## config.mk

```make
export PLATFORM = sky130hd
export DESIGN_NAME = tmr_timebase
export DESIGN_NICKNAME = d
export VERILOG_FILES = /design/src/rtl/tmr_pkg.sv /design/src/rtl/tmr_prescaler.sv /design/src/rtl/tmr_counter.sv /design/src/rtl/tmr_regs.sv /design/src/rtl/tmr_timebase.sv
export SDC_FILE = /design/constraint.sdc
export NUM_CORES = 1
export LEC_CHECK = 0
export BUFFER_PORTS_ARGS = -buffer_cell sky130_fd_sc_hd__buf_2
export CORE_MARGIN = 10
export CORE_UTILIZATION = 57
export CTS_BUF_LIST = sky130_fd_sc_hd__clkbuf_4 sky130_fd_sc_hd__clkbuf_8 sky130_fd_sc_hd__clkbuf_16
export DETAILED_ROUTE_END_ITERATION = 8
export PLACE_DENSITY = 0.81
export SLEW_MARGIN = 15
export SYNTH_ARGS = -nofsm -noshare
export SYNTH_HDL_FRONTEND = slang
export SYNTH_SLANG_ARGS = --single-unit
```

## constraint.sdc

```tcl
create_clock -name clk -period 3.1 [get_ports clk]
set_clock_uncertainty 0.1 [all_clocks]
set_input_delay 0.62 -clock clk [delete_from_list [all_inputs] [get_ports clk]]
set_output_delay 0.62 -clock clk [all_outputs]
set_load 0.1 [all_outputs]
```

## src/rtl/tmr_pkg.sv

```systemverilog
package tmr_pkg;

    // Register byte offsets; all fields live at bit 0
    localparam int unsigned OFS_RUN  = 32'h00;
    localparam int unsigned OFS_IEN  = 32'h04;
    localparam int unsigned OFS_STAT = 32'h08;
    localparam int unsigned OFS_CNT  = 32'h0C;
    localparam int unsigned OFS_PSC  = 32'h10;
    localparam int unsigned OFS_LIM  = 32'h14;

    typedef enum logic [2:0] {
        SEL_NONE,
        SEL_RUN,
        SEL_IEN,
        SEL_STAT,
        SEL_CNT,
        SEL_PSC,
        SEL_LIM
    } reg_sel_e;

endpackage

```

## src/rtl/tmr_prescaler.sv

```systemverilog
module tmr_prescaler #(
    parameter int unsigned PSC_W = 16
) (
    input  logic             clk,
    input  logic             rst_n,
    input  logic             run_i,
    input  logic [PSC_W-1:0] div_i,
    output logic             tick_o
);

    typedef struct packed {
        logic [PSC_W-1:0] cnt;
    } psc_state_t;

    psc_state_t state_d, state_q;

    always_comb begin
        state_d = state_q;
        // >= so a count stranded above a lowered divisor wraps at once
        tick_o  = run_i && (state_q.cnt >= div_i);
        if (run_i) begin
            if (tick_o) begin
                state_d.cnt = '0;
            end else begin
                state_d.cnt = state_q.cnt + 1'b1;
            end
        end
    end

    always_ff @(posedge clk or negedge rst_n) begin
        if (!rst_n) begin
            state_q <= '0;
        end else begin
            state_q <= state_d;
        end
    end


    psc_hold_chk: assert property (@(posedge clk) disable iff (!rst_n)
        !run_i |=> $stable(state_q.cnt))
        else $error("prescaler count moved while stopped");


    psc_restart_chk: assert property (@(posedge clk) disable iff (!rst_n)
        tick_o |=> (state_q.cnt == '0))
        else $error("prescaler did not restart after tick");

endmodule

```

## src/rtl/tmr_counter.sv

```systemverilog
module tmr_counter #(
    parameter int unsigned CNT_W = 16
) (
    input  logic             clk,
    input  logic             rst_n,
    input  logic             tick_i,
    input  logic             wr_i,
    input  logic [CNT_W-1:0] wdata_i,
    input  logic [CNT_W-1:0] limit_i,
    output logic [CNT_W-1:0] cnt_o,
    output logic             ovf_o
);

    typedef struct packed {
        logic [CNT_W-1:0] cnt;
    } cnt_state_t;

    cnt_state_t state_d, state_q;

    always_comb begin
        state_d = state_q;
        ovf_o   = tick_i && (state_q.cnt >= limit_i);
        if (wr_i) begin
            state_d.cnt = wdata_i;
        end else if (tick_i) begin
            if (ovf_o) begin
                state_d.cnt = '0;
            end else begin
                state_d.cnt = state_q.cnt + 1'b1;
            end
        end
    end

    always_ff @(posedge clk or negedge rst_n) begin
        if (!rst_n) begin
            state_q <= '0;
        end else begin
            state_q <= state_d;
        end
    end

    assign cnt_o = state_q.cnt;


    cnt_wrap_chk: assert property (@(posedge clk) disable iff (!rst_n)
        (ovf_o && !wr_i) |=> (cnt_o == '0))
        else $error("counter did not return to zero on update");


    cnt_hold_chk: assert property (@(posedge clk) disable iff (!rst_n)
        (!tick_i && !wr_i) |=> $stable(cnt_o))
        else $error("counter moved without a tick");


    cnt_load_chk: assert property (@(posedge clk) disable iff (!rst_n)
        wr_i |=> (cnt_o == $past(wdata_i)))
        else $error("counter load lost");

endmodule

```

## src/rtl/tmr_regs.sv

```systemverilog
module tmr_regs
    import tmr_pkg::*;
#(
    parameter int unsigned ADDR_W = 8,
    parameter int unsigned DATA_W = 32,
    parameter int unsigned PSC_W  = 16,
    parameter int unsigned CNT_W  = 16
) (
    input  logic              clk,
    input  logic              rst_n,
    input  logic [ADDR_W-1:0] addr_i,
    input  logic              we_i,
    input  logic [DATA_W-1:0] wdata_i,
    output logic [DATA_W-1:0] rdata_o,
    input  logic              ovf_i,
    input  logic [CNT_W-1:0]  cnt_i,
    output logic              run_o,
    output logic [PSC_W-1:0]  psc_o,
    output logic [CNT_W-1:0]  lim_o,
    output logic              cnt_wr_o,
    output logic [CNT_W-1:0]  cnt_wdata_o,
    output logic              irq_o
);

    typedef struct packed {
        logic             run;
        logic             ien;
        logic             flag;
        logic [PSC_W-1:0] psc;
        logic [CNT_W-1:0] lim;
    } reg_state_t;

    reg_state_t state_d, state_q;
    reg_sel_e   sel;
    logic       clr_hit;
    logic       unused_wdata;

    assign unused_wdata = ^wdata_i;

    always_comb begin
        if (addr_i == ADDR_W'(OFS_RUN)) begin
            sel = SEL_RUN;
        end else if (addr_i == ADDR_W'(OFS_IEN)) begin
            sel = SEL_IEN;
        end else if (addr_i == ADDR_W'(OFS_STAT)) begin
            sel = SEL_STAT;
        end else if (addr_i == ADDR_W'(OFS_CNT)) begin
            sel = SEL_CNT;
        end else if (addr_i == ADDR_W'(OFS_PSC)) begin
            sel = SEL_PSC;
        end else if (addr_i == ADDR_W'(OFS_LIM)) begin
            sel = SEL_LIM;
        end else begin
            sel = SEL_NONE;
        end
    end

    always_comb begin
        state_d = state_q;
        clr_hit = we_i && (sel == SEL_STAT) && !wdata_i[0];
        if (we_i) begin
            case (sel)
                SEL_RUN: state_d.run = wdata_i[0];
                SEL_IEN: state_d.ien = wdata_i[0];
                SEL_PSC: state_d.psc = wdata_i[PSC_W-1:0];
                SEL_LIM: state_d.lim = wdata_i[CNT_W-1:0];
                default: ;
            endcase
        end
        // hardware set outranks a same-cycle software clear
        state_d.flag = ovf_i | (state_q.flag & ~clr_hit);
    end

    always_ff @(posedge clk or negedge rst_n) begin
        if (!rst_n) begin
            state_q      <= '0;
            state_q.lim  <= '1;
        end else begin
            state_q <= state_d;
        end
    end

    always_comb begin
        case (sel)
            SEL_RUN:  rdata_o = DATA_W'(state_q.run);
            SEL_IEN:  rdata_o = DATA_W'(state_q.ien);
            SEL_STAT: rdata_o = DATA_W'(state_q.flag);
            SEL_CNT:  rdata_o = DATA_W'(cnt_i);
            SEL_PSC:  rdata_o = DATA_W'(state_q.psc);
            SEL_LIM:  rdata_o = DATA_W'(state_q.lim);
            default:  rdata_o = '0;
        endcase
    end

    assign run_o       = state_q.run;
    assign psc_o       = state_q.psc;
    assign lim_o       = state_q.lim;
    assign cnt_wr_o    = we_i && (sel == SEL_CNT);
    assign cnt_wdata_o = wdata_i[CNT_W-1:0];
    assign irq_o       = state_q.flag & state_q.ien;


    flag_set_wins_chk: assert property (@(posedge clk) disable iff (!rst_n)
        ovf_i |=> state_q.flag)
        else $error("update event did not set the flag");


    flag_sticky_chk: assert property (@(posedge clk) disable iff (!rst_n)
        (state_q.flag && !(we_i && (addr_i == ADDR_W'(OFS_STAT)) && !wdata_i[0]))
            |=> state_q.flag)
        else $error("flag dropped without a clear");


    flag_origin_chk: assert property (@(posedge clk) disable iff (!rst_n)
        $rose(state_q.flag) |-> $past(ovf_i))
        else $error("flag rose without an update event");

endmodule

```

## src/rtl/tmr_timebase.sv

```systemverilog
module tmr_timebase
    import tmr_pkg::*;
#(
    parameter int unsigned ADDR_W = 8,
    parameter int unsigned DATA_W = 32,
    parameter int unsigned PSC_W  = 16,
    parameter int unsigned CNT_W  = 16
) (
    input  logic              clk,
    input  logic              rst_n,
    input  logic [ADDR_W-1:0] bus_addr,
    input  logic              bus_we,
    input  logic [DATA_W-1:0] bus_wdata,
    output logic [DATA_W-1:0] bus_rdata,
    output logic              irq
);

    logic             run;
    logic [PSC_W-1:0] psc_val;
    logic [CNT_W-1:0] lim_val;
    logic             tick;
    logic             ovf;
    logic [CNT_W-1:0] cnt_val;
    logic             cnt_wr;
    logic [CNT_W-1:0] cnt_wdata;

    tmr_regs #(
        .ADDR_W (ADDR_W),
        .DATA_W (DATA_W),
        .PSC_W  (PSC_W),
        .CNT_W  (CNT_W)
    ) u_regs (
        .clk         (clk),
        .rst_n       (rst_n),
        .addr_i      (bus_addr),
        .we_i        (bus_we),
        .wdata_i     (bus_wdata),
        .rdata_o     (bus_rdata),
        .ovf_i       (ovf),
        .cnt_i       (cnt_val),
        .run_o       (run),
        .psc_o       (psc_val),
        .lim_o       (lim_val),
        .cnt_wr_o    (cnt_wr),
        .cnt_wdata_o (cnt_wdata),
        .irq_o       (irq)
    );

    tmr_prescaler #(
        .PSC_W (PSC_W)
    ) u_psc (
        .clk    (clk),
        .rst_n  (rst_n),
        .run_i  (run),
        .div_i  (psc_val),
        .tick_o (tick)
    );

    tmr_counter #(
        .CNT_W (CNT_W)
    ) u_cnt (
        .clk     (clk),
        .rst_n   (rst_n),
        .tick_i  (tick),
        .wr_i    (cnt_wr),
        .wdata_i (cnt_wdata),
        .limit_i (lim_val),
        .cnt_o   (cnt_val),
        .ovf_o   (ovf)
    );


    irq_needs_flag_chk: assert property (@(posedge clk) disable iff (!rst_n)
        $rose(irq) |-> ($past(ovf) || $past(bus_we && (bus_addr == ADDR_W'(OFS_IEN)))))
        else $error("interrupt rose without flag set or enable write");

endmodule

```

==> reports/summary.md, run 1 <==
The share of the synthesized netlist area taken by xor and xnor gates works out to 2.184%. Total wirelength of the detailed-routed design: 11500 um. Data arrival time of the critical path: 2.14 ns.

For this run, global-route usage on met3 was measured as 5.473%. The clock latency of the later-clocked register in the worst-skew pair is 0.37 ns, and the synthesized instance count is 468. For the sequential cell area fraction in the yosys report, the log shows 38.47%.

For the final-layout worst hold slack, the log shows 0.2160 ns. The run gives 67 as the number of sinks on the clock net. The first-pass GRT wire length came out at 18990 um.

For this run, the post-layout net count is 588. The classification of the worst-slack hold path is input pin to asynchronous set/reset pin. The synthesized netlist devotes 9.645% of its cell area to adder and majority cells. The vias after detailed routing is 3813, and the data required time of the worst path is 2.38 ns. Number of global-route vias before repair: 3869. The worst register-to-register path begins at u_psc.state_q[0]. Yosys mapped the design onto 54 distinct sky130hd cell types. Of the total synthesized cell area, the portion taken by AND, OR, NAND and NOR gates is 15.38%. The final max-slew violation count came out at 0. Setup violations remaining at the end of the flow were counted as 0. For met1 alone, demand over resource in global routing was 24.44%. met2 is the most crowded layer. For the site row count, the log shows 32. For the finished layout, the period the worst path requires is 2.864 ns. The type of element capturing the critical path was an output port.

Port buffering added 43 buffers. The worst register-to-register path has a depth of 8. For the synthesis warning total, the log shows 0. For the number of instances resized during post-cts repair, the log shows 0.

Across every metal layer, demand over resource in global routing totals 20.27%. Type of the setup path with the least slack: input pin to output port. Average cell area after synthesis: 9.424 um2. The residual overflow from global routing is 0. The minimum setup slack among reg-to-reg paths is 0.32 ns, and the total die area is 11660 um2. Counting both buffers and inverters, the worst setup path holds a total of 4.

The run finished with clean final reports. CTS built an H-tree with a depth of 3. For the number of antenna violations at the first check in global routing, the log shows 0. After synthesis, the largest family of logic cells by area is compound AO/OA/AOI/OAI gates. Layout-stage area growth over the synthesis result: 15.91%.

Power spread over the standard cell area amounts to 449.4 nW/um2. Hold repair after CTS inserted 0 buffers. For this configuration, the core starts out at a cell density of 57.98%. The clock slew seen by the registers of the worst setup and hold paths works out to 0.08 ns. The layout has 593 filler cells.

Number of buffers created by CTS: 9. The worst setup path is launched from an input pin. Setup repair after global routing left no endpoint under its margin.

Entering global routing, the biggest net connects 38 pins. The run gives 8 as the number of optimization iterations in the first detailed-route pass. The tool flagged a number of max-cap violations equal to 0. The number of nets with antenna violations after detailed routing is 0, and the number of synthesized flops with an enable pin is 0. For the number of setup buffers added after CTS, the log shows 0.

For the leakage power of the design, the log shows 0.002368 uW. Cell family contributing the most delay on the critical path: buffers and inverters. Traced cell by cell, the critical path runs through buf_2, or3b_4, nor4_4, buf_4, a222oi_1, inv_1, buf_12. At the pin with the least slew margin, the transition time is 0.8942 ns. The predominant post-synthesis flop cell was sky130_fd_sc_hd__dfrtp_1. After synthesis, the share of cell area in mux cells is 8.908%.

For the placed wire-length estimate after detailed placement, the log shows 8028 um. The cell sitting at the root of the clock tree is a sky130_fd_sc_hd__clkbuf_8. The capture instance of the worst register-to-register path is u_cnt.cnt_o[10]. The die boundary width was 108.0 um. Among all stages on the critical path, the largest delay is contributed by sky130_fd_sc_hd__or3b_4.

Derived from the worst setup path, the maximum achievable clock frequency is 349.1 MHz. The congestion estimate from routability-driven global placement came to 0.8952. For the final number of hold-violating endpoints, the log shows 0. The floorplan step set the die height to 108.0 um. For this run, design rule violations remaining after detail routing come to 0. The async set or reset register ratio after synthesis was 100.0%; the post-synthesis compound-gate area fraction was 16.11%. Dividing the detail-routed via count by the number of cells gives 6.170. The repair_antennas step left the layout with diodes totalling 0. For this block, the initial DRC count from the detailed router was 370. The worst pin sits at a relative slew slack of 40.26%.

The ratio of final minimum period to clock period was 92.40%; the number of flip-flops and latches in the synthesized netlist was 67. The critical-path maximum fanout is 18. TritonCTS built the clock tree. For the total standard cell area after synthesis, the log shows 4410 um2. The clock passes through at most 2 buffers. In the global route stage, met2 resource usage came out at 32.89%. The total area inside the core boundary comes to 7607 um2.

The delay contributed by the slowest stage of the critical path came out at 0.42 ns. 76 I/O pins were placed. After detailed routing, the average wire length per cell comes to 18.61 um.

After routing, the total negative slack on setup checks comes to 0 ns. VDD sags by at most 384.2 uV. The post-route netlist has 24.61% of its cells at a drive strength greater than 1.
[cell usage after synthesis (all sizes together) (2+ instances only)]
cell | instances | share of area (%)
dfrtp | 51 | 29
inv | 54 | 4.6
dfstp | 16 | 9.5
a22oi | 4 | 0.68
and3 | 5 | 0.71
a311oi | 2 | 0.40
a32oi | 9 | 1.8
a21o | 2 | 0.34
a222oi | 15 | 3.4
xor2 | 8 | 1.6
buf | 23 | 3.7
nand2b | 3 | 0.43
o21a | 2 | 0.34
nand4 | 10 | 1.4
or3b | 2 | 0.45
o21ai | 21 | 2.4
a22o | 3 | 0.60
and4 | 5 | 0.99
a211oi | 4 | 0.68
nor3 | 16 | 1.8
or3 | 3 | 0.43
mux2 | 34 | 8.7
clkbuf | 11 | 0.94
nand3 | 16 | 1.8
and2 | 7 | 0.99
xnor2 | 3 | 0.60
ha | 34 | 9.6
a21oi | 27 | 3.1
a31oi | 5 | 0.85
nand2 | 31 | 2.8
nor2 | 27 | 2.4
[kinds of logic (layout without fill, tap and decap cells)]
group	count (synthesis)	count (layout)
and+or+nand+nor	130	130
AOI/OAI and AO/OA	102	102
buffers and inverters	88	121
DFF	67	67
muxes	35	35
adders and majority gates	34	34
xor gates and xnor gates	11	11
other	1	16
[metrics by stage]
stage / utilization (%) / setup WS [ns] / total power (uW) / area, um2 / instances
CTS: 67.20 / 0.2537 / 2287 / 5112 / 618
global route: 67.20 / 0.06891 / 2409 / 5112 / 618
floorplan: - / -0.1062 / 1429 / 4469 / 483
finish: 67.20 / 0.2356 / 2298 / 5112 / 618
global placement: 64.70 / 0.3010 / 1537 / 4922 / 602
detailed placement: 64.70 / 0.2630 / 1571 / 4922 / 602
[routing by layer]
| metal | up-vias | wire [um] |
|---|---|---|
| met5 | - | 0 |
| met3 | 24 | 1128 |
| li1 | 1748 | - |
| met1 | 1842 | 4594 |
| met4 | 0 | 306 |
| met2 | 199 | 5475 |
[report_power, final]
part	internal, uW	switching [uW]	total [uW]
logic	178	362	540
registers	947	94.2	1040
clock network	372	346	717
[worst max path at each step]
| stage | from | to | slack [ns] | cells after the start |
|---|---|---|---|---|
| global route | u_psc.state_q[0] | u_cnt.cnt_o[10] | 0.07 | 8 |
| detailed placement | bus_addr[2] | bus_rdata[0] | 0.26 | 7 |
| global placement | bus_addr[7] | bus_rdata[6] | 0.30 | 7 |
| CTS | bus_addr[2] | bus_rdata[0] | 0.25 | 7 |
| finish | bus_addr[7] | bus_rdata[6] | 0.24 | 7 |
| floorplan | bus_addr[7] | bus_rdata[0] | -0.11 | 5 |
[flip-flops by register name, indices dropped and copies added (netlist names)]
signal and flops:
u_regs.run_o 1, u_regs.state_q 2, u_psc.state_q 16, u_regs.psc_o 16, u_regs.lim_o 16, u_cnt.cnt_o 16
[worst register-to-register path: cells and delay by family (launching register included)]
kind | cells | cell delay [ns]
fa+ha+maj | 1 | 0.22
compound gates | 4 | 1.59
simple gates | 2 | 0.23
flops | 1 | 0.41
buf+inv | 1 | 0.10
[area by class of cell]
class	instances	area, um2	area share (%)
Tap cell	102	127.6	2.496
Inverter	54	202.7	3.965
Sequential cell	67	1697	33.19
Timing Repair Buffer	51	528.0	10.33
Clock buffer	14	180.2	3.524
Multi-Input combinational cell	328	2367	46.30
Clock inverter	2	10.01	0.1958
[cells in the final DEF, fill, tap and decap left out, drive strengths merged, types with 3 or more instances in the layout]
master and count:
a211oi 4, nand4 10, and3 5, and2 7, nand2 31, and4 5, conb 16, a31oi 5
nor3 16, dfstp 16, nand2b 3, a32oi 9, a21oi 27, clkbuf 14, o21ai 21, nand3 16
mux2 34, dfrtp 51, inv 54, a222oi 15, a22o 3, or3 3, ha 34, buf 51
xor2 8, xnor2 3, nor2 27, a22oi 4
No activity file was read; power rests on OpenSTA's default activity.
==> run 2: changes to the inputs <==
--- a/config.mk
+++ b/config.mk
@@ -5,12 +5,14 @@
 export SDC_FILE = /design/constraint.sdc
 export NUM_CORES = 1
 export LEC_CHECK = 0
+export ABC_AREA = 1
 export BUFFER_PORTS_ARGS = -buffer_cell sky130_fd_sc_hd__buf_2
 export CORE_MARGIN = 10
 export CORE_UTILIZATION = 57
 export CTS_BUF_LIST = sky130_fd_sc_hd__clkbuf_4 sky130_fd_sc_hd__clkbuf_8 sky130_fd_sc_hd__clkbuf_16
+export CTS_CLUSTER_SIZE = 10
 export DETAILED_ROUTE_END_ITERATION = 8
-export PLACE_DENSITY = 0.81
+export PLACE_DENSITY = 0.8
 export SLEW_MARGIN = 15
 export SYNTH_ARGS = -nofsm -noshare
 export SYNTH_HDL_FRONTEND = slang
==> reports/summary.md, run 2 <==
Worst slew slack as a fraction of its limit: 51.49% (+11 points). The number of synthesized flops with an enable pin is 0 (unchanged), and the placed wire-length estimate after detailed placement is 8797 um (+9.6%). The count of buffers from port buffering works out to 43 (unchanged). The tools report the final max-slew violation count as 0 (unchanged). The worst setup path is captured at an output port. The clock slew seen by the registers of the worst setup and hold paths is 0.07 ns (about the same), and the maximum number of buffers from clock root to sink is 2 (unchanged). The classification of the worst-slack hold path is input pin to asynchronous set/reset pin. The tools report the number of instances resized during post-cts repair as 0 (unchanged). The max capacitance violation total was 0 (unchanged); the count of antenna diodes in the layout was 0 (unchanged). The tools report the filler cell count as 655 (+10%). The number of flip-flops and latches in the synthesized netlist is 67 (unchanged).

In the layout the commonest cells are sky130_fd_sc_hd__nand2_1, sky130_fd_sc_hd__inv_1, sky130_fd_sc_hd__nand3_1, sky130_fd_sc_hd__dfrtp_1, sky130_fd_sc_hd__o21ai_1. The worst setup path is launched from an input pin. The run gives 38 (unchanged) as the maximum number of pins on one net before global-route repair. The logs give 0.2234 ns (+0.007462 ns) for the final-layout worst hold slack and 36.31% (-2.2 points) for the sequential cell area fraction in the yosys report.

sky130_fd_sc_hd__nand2_1 is the most common cell in the netlist. Leaving out fill and tap cells, the most frequent cell in the layout is sky130_fd_sc_hd__nand2_1. The flow ran to the end, and the final reports show no timing, DRC or antenna violations.

The overall fraction of global-route tracks in use came out at 18.70% (-1.6 points). The tools report the first-pass GRT wire length as 19300 um (+1.6%). The tools report the residual overflow from global routing as 0 (unchanged). Average cell area after synthesis: 7.416 um2 (-21%). The initial DRC count was 237 (-36%).

The ratio of final minimum period to clock period came out at 89.77% (-2.6 points). After synthesis, the cell types taking the most area are sky130_fd_sc_hd__dfrtp_1, sky130_fd_sc_hd__nand2_1, sky130_fd_sc_hd__ha_1. TritonCTS built the clock tree. The hold buffer count at CTS came out at 0 (unchanged). The type of the setup path with the least slack was input pin to output port. Data arrival time of the critical path: 2.06 ns (-0.08 ns). The number of optimization iterations in the first detailed-route pass is 5 (-3), and the highest achievable clock rate is 359.4 MHz (+2.9%). The tools report the total die area as 12220 um2 (+4.8%).

The initial core utilization is 59.53% (+1.6 points), and the post-layout net count is 747 (+27%). The die outline height is 110.5 um (+2.4%), and the minimum setup slack among reg-to-reg paths is 0.74 ns (+0.42 ns). The routability congestion estimate was 0.9413 (+5.1%); the final number of hold-violating endpoints was 0 (unchanged).

The H-tree depth was 3 (unchanged). Site row count: 32 (unchanged). The number of nets with antenna violations after detailed routing was 0 (unchanged); the floorplan core area was 7848 um2 (+3.2%).

Critical-path maximum fanout: 16 (-2). The die boundary width came out at 110.5 um (+2.4%). The run gives 0.002739 uW (+16%) as the leakage power of the design. Clock root buffer master: sky130_fd_sc_hd__clkbuf_8.

The largest total area in the synthesized netlist belongs to sky130_fd_sc_hd__dfrtp_1. The transition time at the pin with the least slew margin is 0.7277 ns (-0.1665 ns), and the number of setup buffers added after CTS is 0 (unchanged). From synthesis to final layout, the design area changed by 13.77%.

The async set or reset register ratio after synthesis was 100.0% (unchanged). The run gives 67 (unchanged) as the number of sinks on the clock net. The synthesis warning total came out at 0 (unchanged). Synthesized instance count: 630 (+35%). The worst register-to-register path begins at u_regs.lim_o[13].

Counting instances in the post-synthesis netlist gives the leading cell types as sky130_fd_sc_hd__nand2_1, sky130_fd_sc_hd__inv_1, sky130_fd_sc_hd__nand3_1. The number of ports placed on the die boundary is 76 (unchanged). The top cell type's share of synthesized area works out to 27.32% (-1.6 points). Number of cell instances on the worst register-to-register path: 9 (+1).

The post-synthesis cell type count is 39 (-28%), and the average detailed-routed wire length per instance is 15.05 um (-19%). The peak ir drop on the vdd network was 276.3 uV (-28%). The tools report the total standard cell area after synthesis as 4672 um2 (+5.9%). The logs give 67.73% (+0.53 points) for the post-route core utilization and 4151 (+8.9%) for the vias after detailed routing. Setup repair after global routing left no endpoint under its margin.

The number of setup violations in the final report is 0 (unchanged). The tools report the total wirelength of the detailed-routed design as 11700 um (+1.7%). The run gives 0 (unchanged) as the number of remaining DRC errors. The number of antenna violations at the first check in global routing is 0 (unchanged).

Among all flip-flop cells after synthesis, the most frequent one is sky130_fd_sc_hd__dfrtp_1. The number of buffers created by CTS was 9 (unchanged); the power density over cell area was 423.6 nW/um2 (-5.7%). The post-layout minimum cycle time is 2.783 ns (-0.08159 ns), and the layout cell share with drive strength beyond 1 is 15.70% (-8.9 points). Capture instance of the worst register-to-register path: u_cnt.cnt_o[5].

The number of global-route vias before repair is 4045 (+4.5%), and the clock latency of the later-clocked register in the worst-skew pair is 0.36 ns (about the same). The detailed-route vias per instance came out at 5.342 (-13%). The data required time of the worst path came out at 2.38 ns (about the same).
-- run 2: cell types whose count changed after synthesis, moves of 8 or more --
cell,change
sky130_fd_sc_hd__a222oi_1,-15
sky130_fd_sc_hd__nor2_1,+8
sky130_fd_sc_hd__inv_1,+45
sky130_fd_sc_hd__o21ai_0,-12
sky130_fd_sc_hd__buf_2,+8
sky130_fd_sc_hd__nand2_2,+9
sky130_fd_sc_hd__a21oi_1,-10
sky130_fd_sc_hd__mux2_2,-34
sky130_fd_sc_hd__nand2_1,+126
sky130_fd_sc_hd__o21ai_1,+32
sky130_fd_sc_hd__a32oi_1,-9
sky130_fd_sc_hd__nand3_1,+40
sky130_fd_sc_hd__o221ai_1,+14
-- run 2: how the worst max path moves through the flow --
stage,from,endpoint,slack (ns),cells after the start
floorplan,bus_addr[1],bus_rdata[10],-0.62,5
global placement,bus_addr[1],bus_rdata[7],0.35,7
detailed placement,bus_addr[1],bus_rdata[5],0.34,7
CTS,bus_addr[1],bus_rdata[7],0.33,7
global route,bus_addr[1],bus_rdata[5],0.24,7
finish,bus_addr[1],bus_rdata[5],0.32,7
-- run 2: final cells by class --
cell class	count	area, um2	area share, %
Clock buffer	14	173.9	3.272
Tap cell	102	127.6	2.401
Multi-Input combinational cell	435	2380	44.77
Clock inverter	2	10.01	0.1883
Timing Repair Buffer	50	520.5	9.793
Inverter	107	406.6	7.651
Sequential cell	67	1697	31.92
-- run 2: power breakdown --
| part | switching (uW) | internal [uW] |
|---|---|---|
| Combinational | 374 | 170 |
| Clock | 335 | 359 |
| Sequential | 73.2 | 940 |
| Total | 782 | 1470 |
-- run 2: cell families after synthesis --
logic type,after synthesis,share of synthesized area [%]
compound gates,79,9.936
other cells,1,0.08027
flops,67,36.31
xor+xnor,18,3.374
buf+inv,143,13.95
simple gates,288,27.24
fa+ha+maj,34,9.106
-- run 2: metal layers --
metal | global-route usage [%] | up-vias | wire, um
met5 | 0 | - | 0
met4 | 6.908 | 0 | 228
met3 | 2.647 | 25 | 632
met2 | 31.96 | 127 | 5789
met1 | 23.24 | 1927 | 5047
li1 | - | 2072 | -
-- run 2: through the flow --
stage                     instances  TNS, ns  cell area (um2)  power [uW]  setup WS, ns
after floorplan                 645   -9.135             4728        1437       -0.6229
after global placement          761        0             5131        1539        0.3469
after detailed placement        761        0             5131        1567        0.3400
after CTS                       777        0             5315        2252        0.3303
after global routing            777        0             5315        2376        0.2387
final                           777        0             5315        2252        0.3172
-- run 2: critical path: stages --
cell and delay, ns:
sky130_fd_sc_hd__buf_2 0.10, sky130_fd_sc_hd__or2_4 0.27, sky130_fd_sc_hd__nor3_2 0.17, sky130_fd_sc_hd__nand2_1 0.09
sky130_fd_sc_hd__buf_4 0.22, sky130_fd_sc_hd__o221ai_1 0.36, sky130_fd_sc_hd__buf_12 0.23
